==> config.mk <==
export PLATFORM = sky130hd
export DESIGN_NAME = vw_bus_adapter
export DESIGN_NICKNAME = d
export VERILOG_FILES = /design/src/rtl/vwa_pkg.sv /design/src/rtl/vwa_size_decode.sv /design/src/rtl/vwa_tx_unpack.sv /design/src/rtl/vwa_rx_pack.sv /design/src/rtl/vw_bus_adapter.sv
export SDC_FILE = /design/constraint.sdc
export NUM_CORES = 1
export LEC_CHECK = 0
export ABC_AREA = 1
export BUFFER_PORTS_ARGS = -buffer_cell sky130_fd_sc_hd__buf_2
export CAP_MARGIN = 20
export CORE_ASPECT_RATIO = 0.5
export CORE_MARGIN = 2
export CORE_UTILIZATION = 50
export DETAILED_ROUTE_END_ITERATION = 12
export HOLD_SLACK_MARGIN = 0.03
export PLACE_DENSITY_LB_ADDON = 0.3
export SLEW_MARGIN = 0
export SYNTH_ARGS = -nofsm -noshare
export SYNTH_HDL_FRONTEND = slang
export SYNTH_SLANG_ARGS = --single-unit
==> constraint.sdc <==
create_clock -name clk -period 4.25 [get_ports clk]
set_input_delay 0.6375 -clock clk [delete_from_list [all_inputs] [get_ports clk]]
set_output_delay 0.6375 -clock clk [all_outputs]
set_load 0.02 [all_outputs]
==> src/rtl/vwa_pkg.sv <==
package vwa_pkg;

  typedef enum logic [1:0] {
    SZ_HOLD = 2'b00,
    SZ_ONE  = 2'b01,
    SZ_TWO  = 2'b10,
    SZ_FULL = 2'b11
  } size_code_e;

  // Number of bytes a size code asks for, for a word of wb bytes.
  function automatic int unsigned code_to_bytes(input logic [1:0] code, input int unsigned wb);
    case (size_code_e'(code))
      SZ_ONE:  return 1;
      SZ_TWO:  return 2;
      SZ_FULL: return wb;
      default: return 0;
    endcase
  endfunction

  // Bit offset of a byte position.
  function automatic int unsigned lane_bits(input int unsigned nbytes);
    return nbytes * 8;
  endfunction

endpackage

==> src/rtl/vwa_size_decode.sv <==
module vwa_size_decode #(
  parameter int WB          = 4,
  parameter bit STATIC_BYTE = 1'b0,
  parameter int CW          = $clog2(2*WB+1)
) (
  input  logic [1:0]    code,
  output logic [CW-1:0] nbytes
);
  import vwa_pkg::*;

  generate
    if (STATIC_BYTE) begin : g_fixed
      assign nbytes = CW'(1);
    end else begin : g_dynamic
      always_comb nbytes = CW'(code_to_bytes(code, WB));
    end
  endgenerate

endmodule

==> src/rtl/vwa_tx_unpack.sv <==
module vwa_tx_unpack #(
  parameter int DW = 32,
  parameter int WB = DW/8,
  parameter int CW = $clog2(2*WB+1),
  parameter int PW = (WB > 1) ? $clog2(WB) : 1
) (
  input  logic          clk,
  input  logic          rst,
  input  logic          word_valid,
  output logic          word_ready,
  input  logic [DW-1:0] word_data,
  input  logic [CW-1:0] chunk_n,
  input  logic          chunk_valid,
  output logic          chunk_ready,
  output logic [DW-1:0] chunk_data
);
  import vwa_pkg::*;

  function automatic logic [DW-1:0] low_mask(input logic [CW-1:0] n);
    logic [DW-1:0] m;
    m = '0;
    for (int i = 0; i < WB; i++)
      if (CW'(i) < n) m[8*i +: 8] = 8'hFF;
    return m;
  endfunction

  logic [2*DW-1:0] hold_q, hold_d;
  logic [CW-1:0]   cnt_q, cnt_d, take;
  logic [PW-1:0]   ptr_q, ptr_d;
  logic            word_fire, chunk_fire, chunk_stall;

  assign word_ready  = (cnt_q < CW'(WB));
  assign chunk_ready = (chunk_n != '0) && (cnt_q >= chunk_n);
  assign word_fire   = word_valid && word_ready;
  assign chunk_fire  = chunk_valid && chunk_ready;
  assign chunk_stall = chunk_valid && !chunk_ready;
  assign take        = chunk_fire ? chunk_n : '0;
  assign chunk_data  = hold_q[DW-1:0] & low_mask(chunk_n);

  always_comb begin
    hold_d = hold_q >> lane_bits(int'(take));
    cnt_d  = cnt_q - take;
    if (word_fire) begin
      hold_d = hold_d | ({{DW{1'b0}}, word_data} << lane_bits(int'(cnt_d)));
      cnt_d  = cnt_d + CW'(WB);
    end
    ptr_d = ptr_q + PW'(take);
  end

  always_ff @(posedge clk) begin
    if (rst) begin
      hold_q <= '0;
      cnt_q  <= '0;
      ptr_q  <= '0;
    end else begin
      hold_q <= hold_d;
      cnt_q  <= cnt_d;
      ptr_q  <= ptr_d;
    end
  end

  AST_TX_FILL_LIMIT: assert property (@(posedge clk) disable iff (rst) cnt_q <= CW'(2*WB-1));
  AST_TX_STALL_KEEPS: assert property (@(posedge clk) disable iff (rst) (chunk_stall && !word_fire) |=> $stable(cnt_q));
  AST_TX_PTR_ALIGN: assert property (@(posedge clk) disable iff (rst) ptr_q == PW'(CW'(0) - cnt_q));

endmodule

==> src/rtl/vwa_rx_pack.sv <==
module vwa_rx_pack #(
  parameter int DW = 32,
  parameter int WB = DW/8,
  parameter int CW = $clog2(2*WB+1)
) (
  input  logic          clk,
  input  logic          rst,
  input  logic [CW-1:0] chunk_n,
  input  logic          chunk_valid,
  output logic          chunk_ready,
  input  logic [DW-1:0] chunk_data,
  output logic          word_valid,
  input  logic          word_ready,
  output logic [DW-1:0] word_data
);
  import vwa_pkg::*;

  function automatic logic [DW-1:0] low_mask(input logic [CW-1:0] n);
    logic [DW-1:0] m;
    m = '0;
    for (int i = 0; i < WB; i++)
      if (CW'(i) < n) m[8*i +: 8] = 8'hFF;
    return m;
  endfunction

  logic [2*DW-1:0] hold_q, hold_d;
  logic [CW-1:0]   cnt_q, cnt_d;
  logic            pop, chunk_fire;
  logic [CW:0]     fill_if_taken;

  assign fill_if_taken = {1'b0, cnt_q} + {1'b0, chunk_n};
  assign word_valid    = (cnt_q >= CW'(WB));
  assign word_data     = hold_q[DW-1:0];
  assign chunk_ready   = (chunk_n != '0) && (fill_if_taken <= (CW+1)'(2*WB));
  assign pop           = word_valid && word_ready;
  assign chunk_fire    = chunk_valid && chunk_ready;

  always_comb begin
    hold_d = pop ? (hold_q >> DW) : hold_q;
    cnt_d  = pop ? (cnt_q - CW'(WB)) : cnt_q;
    if (chunk_fire) begin
      hold_d = hold_d | ({{DW{1'b0}}, chunk_data & low_mask(chunk_n)} << lane_bits(int'(cnt_d)));
      cnt_d  = cnt_d + chunk_n;
    end
  end

  always_ff @(posedge clk) begin
    if (rst) begin
      hold_q <= '0;
      cnt_q  <= '0;
    end else begin
      hold_q <= hold_d;
      cnt_q  <= cnt_d;
    end
  end

  AST_RX_HOLD_WORD: assert property (@(posedge clk) disable iff (rst) (word_valid && !word_ready) |=> (word_valid && $stable(word_data)));
  AST_RX_CAPACITY: assert property (@(posedge clk) disable iff (rst) cnt_q <= CW'(2*WB));

endmodule

==> src/rtl/vw_bus_adapter.sv <==
module vw_bus_adapter #(
  parameter int DATA_W      = 32,
  parameter bit STATIC_BYTE = 1'b0
) (
  input  logic              clk,
  input  logic              rst,
  input  logic              s_wvalid,
  output logic              s_wready,
  input  logic [DATA_W-1:0] s_wdata,
  output logic              s_rvalid,
  input  logic              s_rready,
  output logic [DATA_W-1:0] s_rdata,
  input  logic [1:0]        p_get_size,
  input  logic              p_get_valid,
  output logic              p_get_ready,
  output logic [DATA_W-1:0] p_get_data,
  input  logic [1:0]        p_put_size,
  input  logic              p_put_valid,
  output logic              p_put_ready,
  input  logic [DATA_W-1:0] p_put_data
);
  localparam int WB = DATA_W / 8;
  localparam int CW = $clog2(2*WB+1);

  logic [CW-1:0] get_n, put_n;
  logic          get_is_wait, put_is_wait;

  assign get_is_wait = (p_get_size == 2'b00) && !STATIC_BYTE;
  assign put_is_wait = (p_put_size == 2'b00) && !STATIC_BYTE;

  vwa_size_decode #(.WB(WB), .STATIC_BYTE(STATIC_BYTE), .CW(CW)) u_get_dec (
    .code   (p_get_size),
    .nbytes (get_n)
  );

  vwa_size_decode #(.WB(WB), .STATIC_BYTE(STATIC_BYTE), .CW(CW)) u_put_dec (
    .code   (p_put_size),
    .nbytes (put_n)
  );

  vwa_tx_unpack #(.DW(DATA_W), .WB(WB), .CW(CW)) u_tx (
    .clk         (clk),
    .rst         (rst),
    .word_valid  (s_wvalid),
    .word_ready  (s_wready),
    .word_data   (s_wdata),
    .chunk_n     (get_n),
    .chunk_valid (p_get_valid),
    .chunk_ready (p_get_ready),
    .chunk_data  (p_get_data)
  );

  vwa_rx_pack #(.DW(DATA_W), .WB(WB), .CW(CW)) u_rx (
    .clk         (clk),
    .rst         (rst),
    .chunk_n     (put_n),
    .chunk_valid (p_put_valid),
    .chunk_ready (p_put_ready),
    .chunk_data  (p_put_data),
    .word_valid  (s_rvalid),
    .word_ready  (s_rready),
    .word_data   (s_rdata)
  );

  AST_GET_WAIT_BLOCKS: assert property (@(posedge clk) disable iff (rst) get_is_wait |-> !p_get_ready);
  AST_PUT_WAIT_BLOCKS: assert property (@(posedge clk) disable iff (rst) put_is_wait |-> !p_put_ready);
  AST_STATIC_ONE_BYTE: assert property (@(posedge clk) disable iff (rst) (STATIC_BYTE && p_get_ready) |-> (p_get_data[DATA_W-1:8] == '0));

endmodule

==> results.yml <==
run_status:
  status: "finished clean"
hold_path:
  worstHoldPathCells: 2
  hold_path_end: "u_rx.hold_q[42]$_SDFF_PP0_"
  holdCritPathClass: "reg2reg"
  hp-start: "u_rx.hold_q[42]$_SDFF_PP0_"
timing:
  final.setup.worst_slack_ps: 683.6
  slew-limit-headroom_pct: 26.98
  setup_viol: 0
  timing_hold_violations_final: 0
  clock_skew_ps: 9.705
  tightest_slew_ps: 1094
  fin_crit_ps: 3566
  fin_tns_setup_ps: 0
  hold-worst-slack_ps: 466.2
  slew_viol_final: 0
  grt_setup_unrepaired: "false"
  fin_crit_sh_pct: 83.91
  fmax_mhz: 280.4
flow_run:
  max_cap_violations: 0
yosys:
  synth_edf_count: 0
  yosys_top_cell_by_area: "dfxtp_1"
  summed_instance_area_of_the_synthesized_netlist_sq_um: 9666
  mappedNetlistNets: 1648
  synth_cell_types: 45
  post_synth_inst_count: 1560
  ys_async_sr_fraction_pct: 0
  library_cell_with_the_highest_instance_count_after_synthesis: "nand2_1"
  synthesis.area_per_instance_sq_um: 6.196
  register_area_share_after_synthesis_pct: 28.17
  yosys_register_bits: 136
  synth_top_cell_area_share_pct: 28.17
  synth_common_cells: "nand2_1, nor2_1, inv_1"
  synth_top_cells_by_area: "dfxtp_1, nand2_1, nand3_1, o21ai_0, nor2_1"
  synthesis.yosys.warnings: 0
  synth_ff_type: "dfxtp_1"
cts:
  worst_skew_pair.late_latency_ps: 430
  clock_tree.root_cell: "clkbuf_16"
  cts_num_sinks: 136
  clk_pin_slew_worst_paths_ps: 60
  cts_htree_levels: 4
  cts_buffers: 17
  clock_tree_from_tritoncts: "yes"
  postCtsSetupBuffers: 0
  clk_path_buf_depth: 2
  cts_hold_repair.buffers: 0
  cts.repair.resized: 0
drt:
  detailroute.wirelength.met3_microns: 2548
  avgRoutedWirePerCell_microns: 16.23
  drtAntennaViolNets: 0
  num_vias: 10490
  met2WireLength_microns: 14020
  route.detailed.drc: 0
  wirelength_microns: 30600
  met1Wirelength_microns: 12900
  route.detailed.vias_per_inst: 5.566
  firstDrtPassIters: 7
  detail_route.iter0.violations: 1043
  highest-signal-layer: "met4"
place:
  post_dp_cell_area_sq_um: 10130
  placement.setup.worst_slack_ps: 320.6
  dp.cells: 1853
  buffer_ports.inserted: 141
  hpwlAfterDp_microns: 21230
  routabilityCongestion: 0.9478
pwr:
  switching_share_pct: 45.54
  leakagePower_nw: 5.061
  p_seq_share_pct: 26.7
  power_frac_clock_pct: 24.3
  power_frac_comb_pct: 49.0
  cellInternalPower_mw: 3.585
  max-vdd-ir-drop_mv: 0.3268
  power.switching_mw: 2.997
  pwr_density_cell_nw_per_um2: 611.6
final_layout:
  antennaDiodeCount: 0
  layout.nets: 1701
  finish.instance_area_sq_um: 10760
  combined_area_of_the_multi_input_logic_cells_sq_um: 5512
  filler_cell_count: 1879
  instances_no_fill: 1885
  final_layout_size_suffix_gt1_share_pct: 15.13
  register_area_sq_um: 2723
  layout-area-overhead-vs-synth_pct: 11.34
critical_path:
  cpLargestDelayFamily: "simple AND/OR/NAND/NOR gates"
  critical_path.reg2reg.endpoint: "u_rx.hold_q[8]$_SDFF_PP0_"
  cp_data_arrival_time_ps: 3920
  cp_slowest_stage_delay_ps: 630
  timing.critical_path.buf_inv: 3
  reg2reg_slack_ps: 820
  start_kind: "primary input"
  worstPathCellList: "buf_2, inv_1, nand2_1, ha_1, nand2_1, nand2_1, nand2_1, nand3_2, nand3_4, nor2_2, ha_1, fa_1, buf_4, nor4_4, a22oi_1, a21oi_1"
  cpMostUsedCell: "nand2_1"
  reg2reg_depth: 11
  crit_path_top_delay_cell: "nor4_4"
  timing.critical_path.to_type: "flip-flop"
  type_of_the_worst_setup_path: "in2reg"
  critical_path_peak_fanout: 20
  critical_path_required_ps: 4600
  rr_startpoint: "u_rx.cnt_q[2]$_SDFF_PP0_"
grt:
  largest_net_degree_at_the_start_of_global_routing: 71
  grt_pass1_wl_microns: 49750
  first_global_vias: 9824
  grt-ovfl-total: 0
  overall_fraction_of_global_route_tracks_in_use_pct: 30.41
  initial_antenna_violation_count: 0
die:
  die-height_microns: 102.3
  die-area_sq_um: 20530
  top_level_ports: 142
  die_span_x_microns: 200.6
  floorplan.initialDensity_pct: 51.81
  core_area_sq_um: 18660
  rows: 35
layout make-up:
type | count | share of cell area (%)
sequential | 136 | 25.30
clock buffer | 19 | 4.023
timing repair buffer | 176 | 9.022
clock inverter | 13 | 1.814
inverter | 161 | 5.616
tap | 259 | 3.011
multi-input combinational | 1121 | 51.21
how the worst max path moves through the flow:
| stage | start | endpoint | slack, ps | cells past startpoint |
|---|---|---|---|---|
| final | p_get_size[0] | u_tx.hold_q[55]$_SDFF_PP0_ | 680 | 16 |
| after global routing | p_get_size[0] | u_tx.hold_q[45]$_SDFF_PP0_ | 380 | 18 |
| after CTS | p_get_size[0] | u_tx.hold_q[41]$_SDFF_PP0_ | 760 | 18 |
| after detailed placement | p_get_size[0] | u_tx.hold_q[44]$_SDFF_PP0_ | 320 | 18 |
| after global placement | p_get_size[0] | u_tx.hold_q[51]$_SDFF_PP0_ | 390 | 16 |
| after floorplan | p_get_size[1] | u_tx.hold_q[55]$_SDFF_PP0_ | 210 | 20 |
power groups by stage:
stage	Sequential [mW]	Clock, mW	Combinational [mW]
after floorplan	1.72	0	2.48
after global placement	1.77	0	3.11
after detailed placement	1.78	0	3.15
after CTS	1.75	1.62	3.18
after global routing	1.79	1.67	3.59
final	1.75	1.60	3.23
cell usage in the layout, fill, tap and decap left out, types with 2 or more instances in the layout:
master,count
o21ai_1,32
inv_1,152
mux2i_1,14
buf_4,36
nor2_4,5
nand4_1,13
clkbuf_16,17
ha_1,12
mux2_2,7
dfxtp_1,136
nand3_2,2
or2_2,2
a22oi_1,32
inv_6,2
clkbuf_1,2
bufinv_16,4
nor3_1,4
fa_1,2
or2_1,4
buf_2,140
o211ai_1,33
nand2_2,5
a21oi_1,84
a31oi_1,20
inv_2,9
clkinv_4,6
nor2_1,154
nor2_2,2
nand3_1,146
o21ai_0,124
and2_1,3
nand2_1,407
state kept, by name, summed over array words and instances, names as in the netlist:
name	count
u_rx.hold_q	64
u_tx.hold_q	64
u_tx.cnt_q	4
u_rx.cnt_q	4
metrics by stage:
stage | power, mW | utilization, %
6_report | 6.582 | 57.69
5_1_grt | 7.053 | 57.69
4_1_cts | 6.545 | 57.69
3_5_place_dp | 4.928 | 54.32
3_3_place_gp | 4.876 | 54.32
2_1_floorplan | 4.202 | -
worst min-delay path, delay by kind of cell, from the launching register on:
kind,cells,cell delay (ps)
flops,1,310
simple gates,1,60
compound gates,1,50
routing by layer:
metal / up-vias / track usage, %
met4: 0 / 14.07
met2: 489 / 51.52
met5: - / 0
met3: 87 / 5.453
met1: 4730 / 38.49
li1: 5186 / -
cell families after synthesis:
family / after synthesis / synth area share (%)
XOR/XNOR: 4 / 0.5179
multiplexers: 21 / 2.265
buffers and inverters: 303 / 14.81
flip-flops: 136 / 28.17
AO/OA/AOI/OAI: 331 / 19.28
AND/OR/NAND/NOR: 751 / 33.00
adder cells (fa/ha/maj): 14 / 1.968
(Power assumes the default switching activity.)
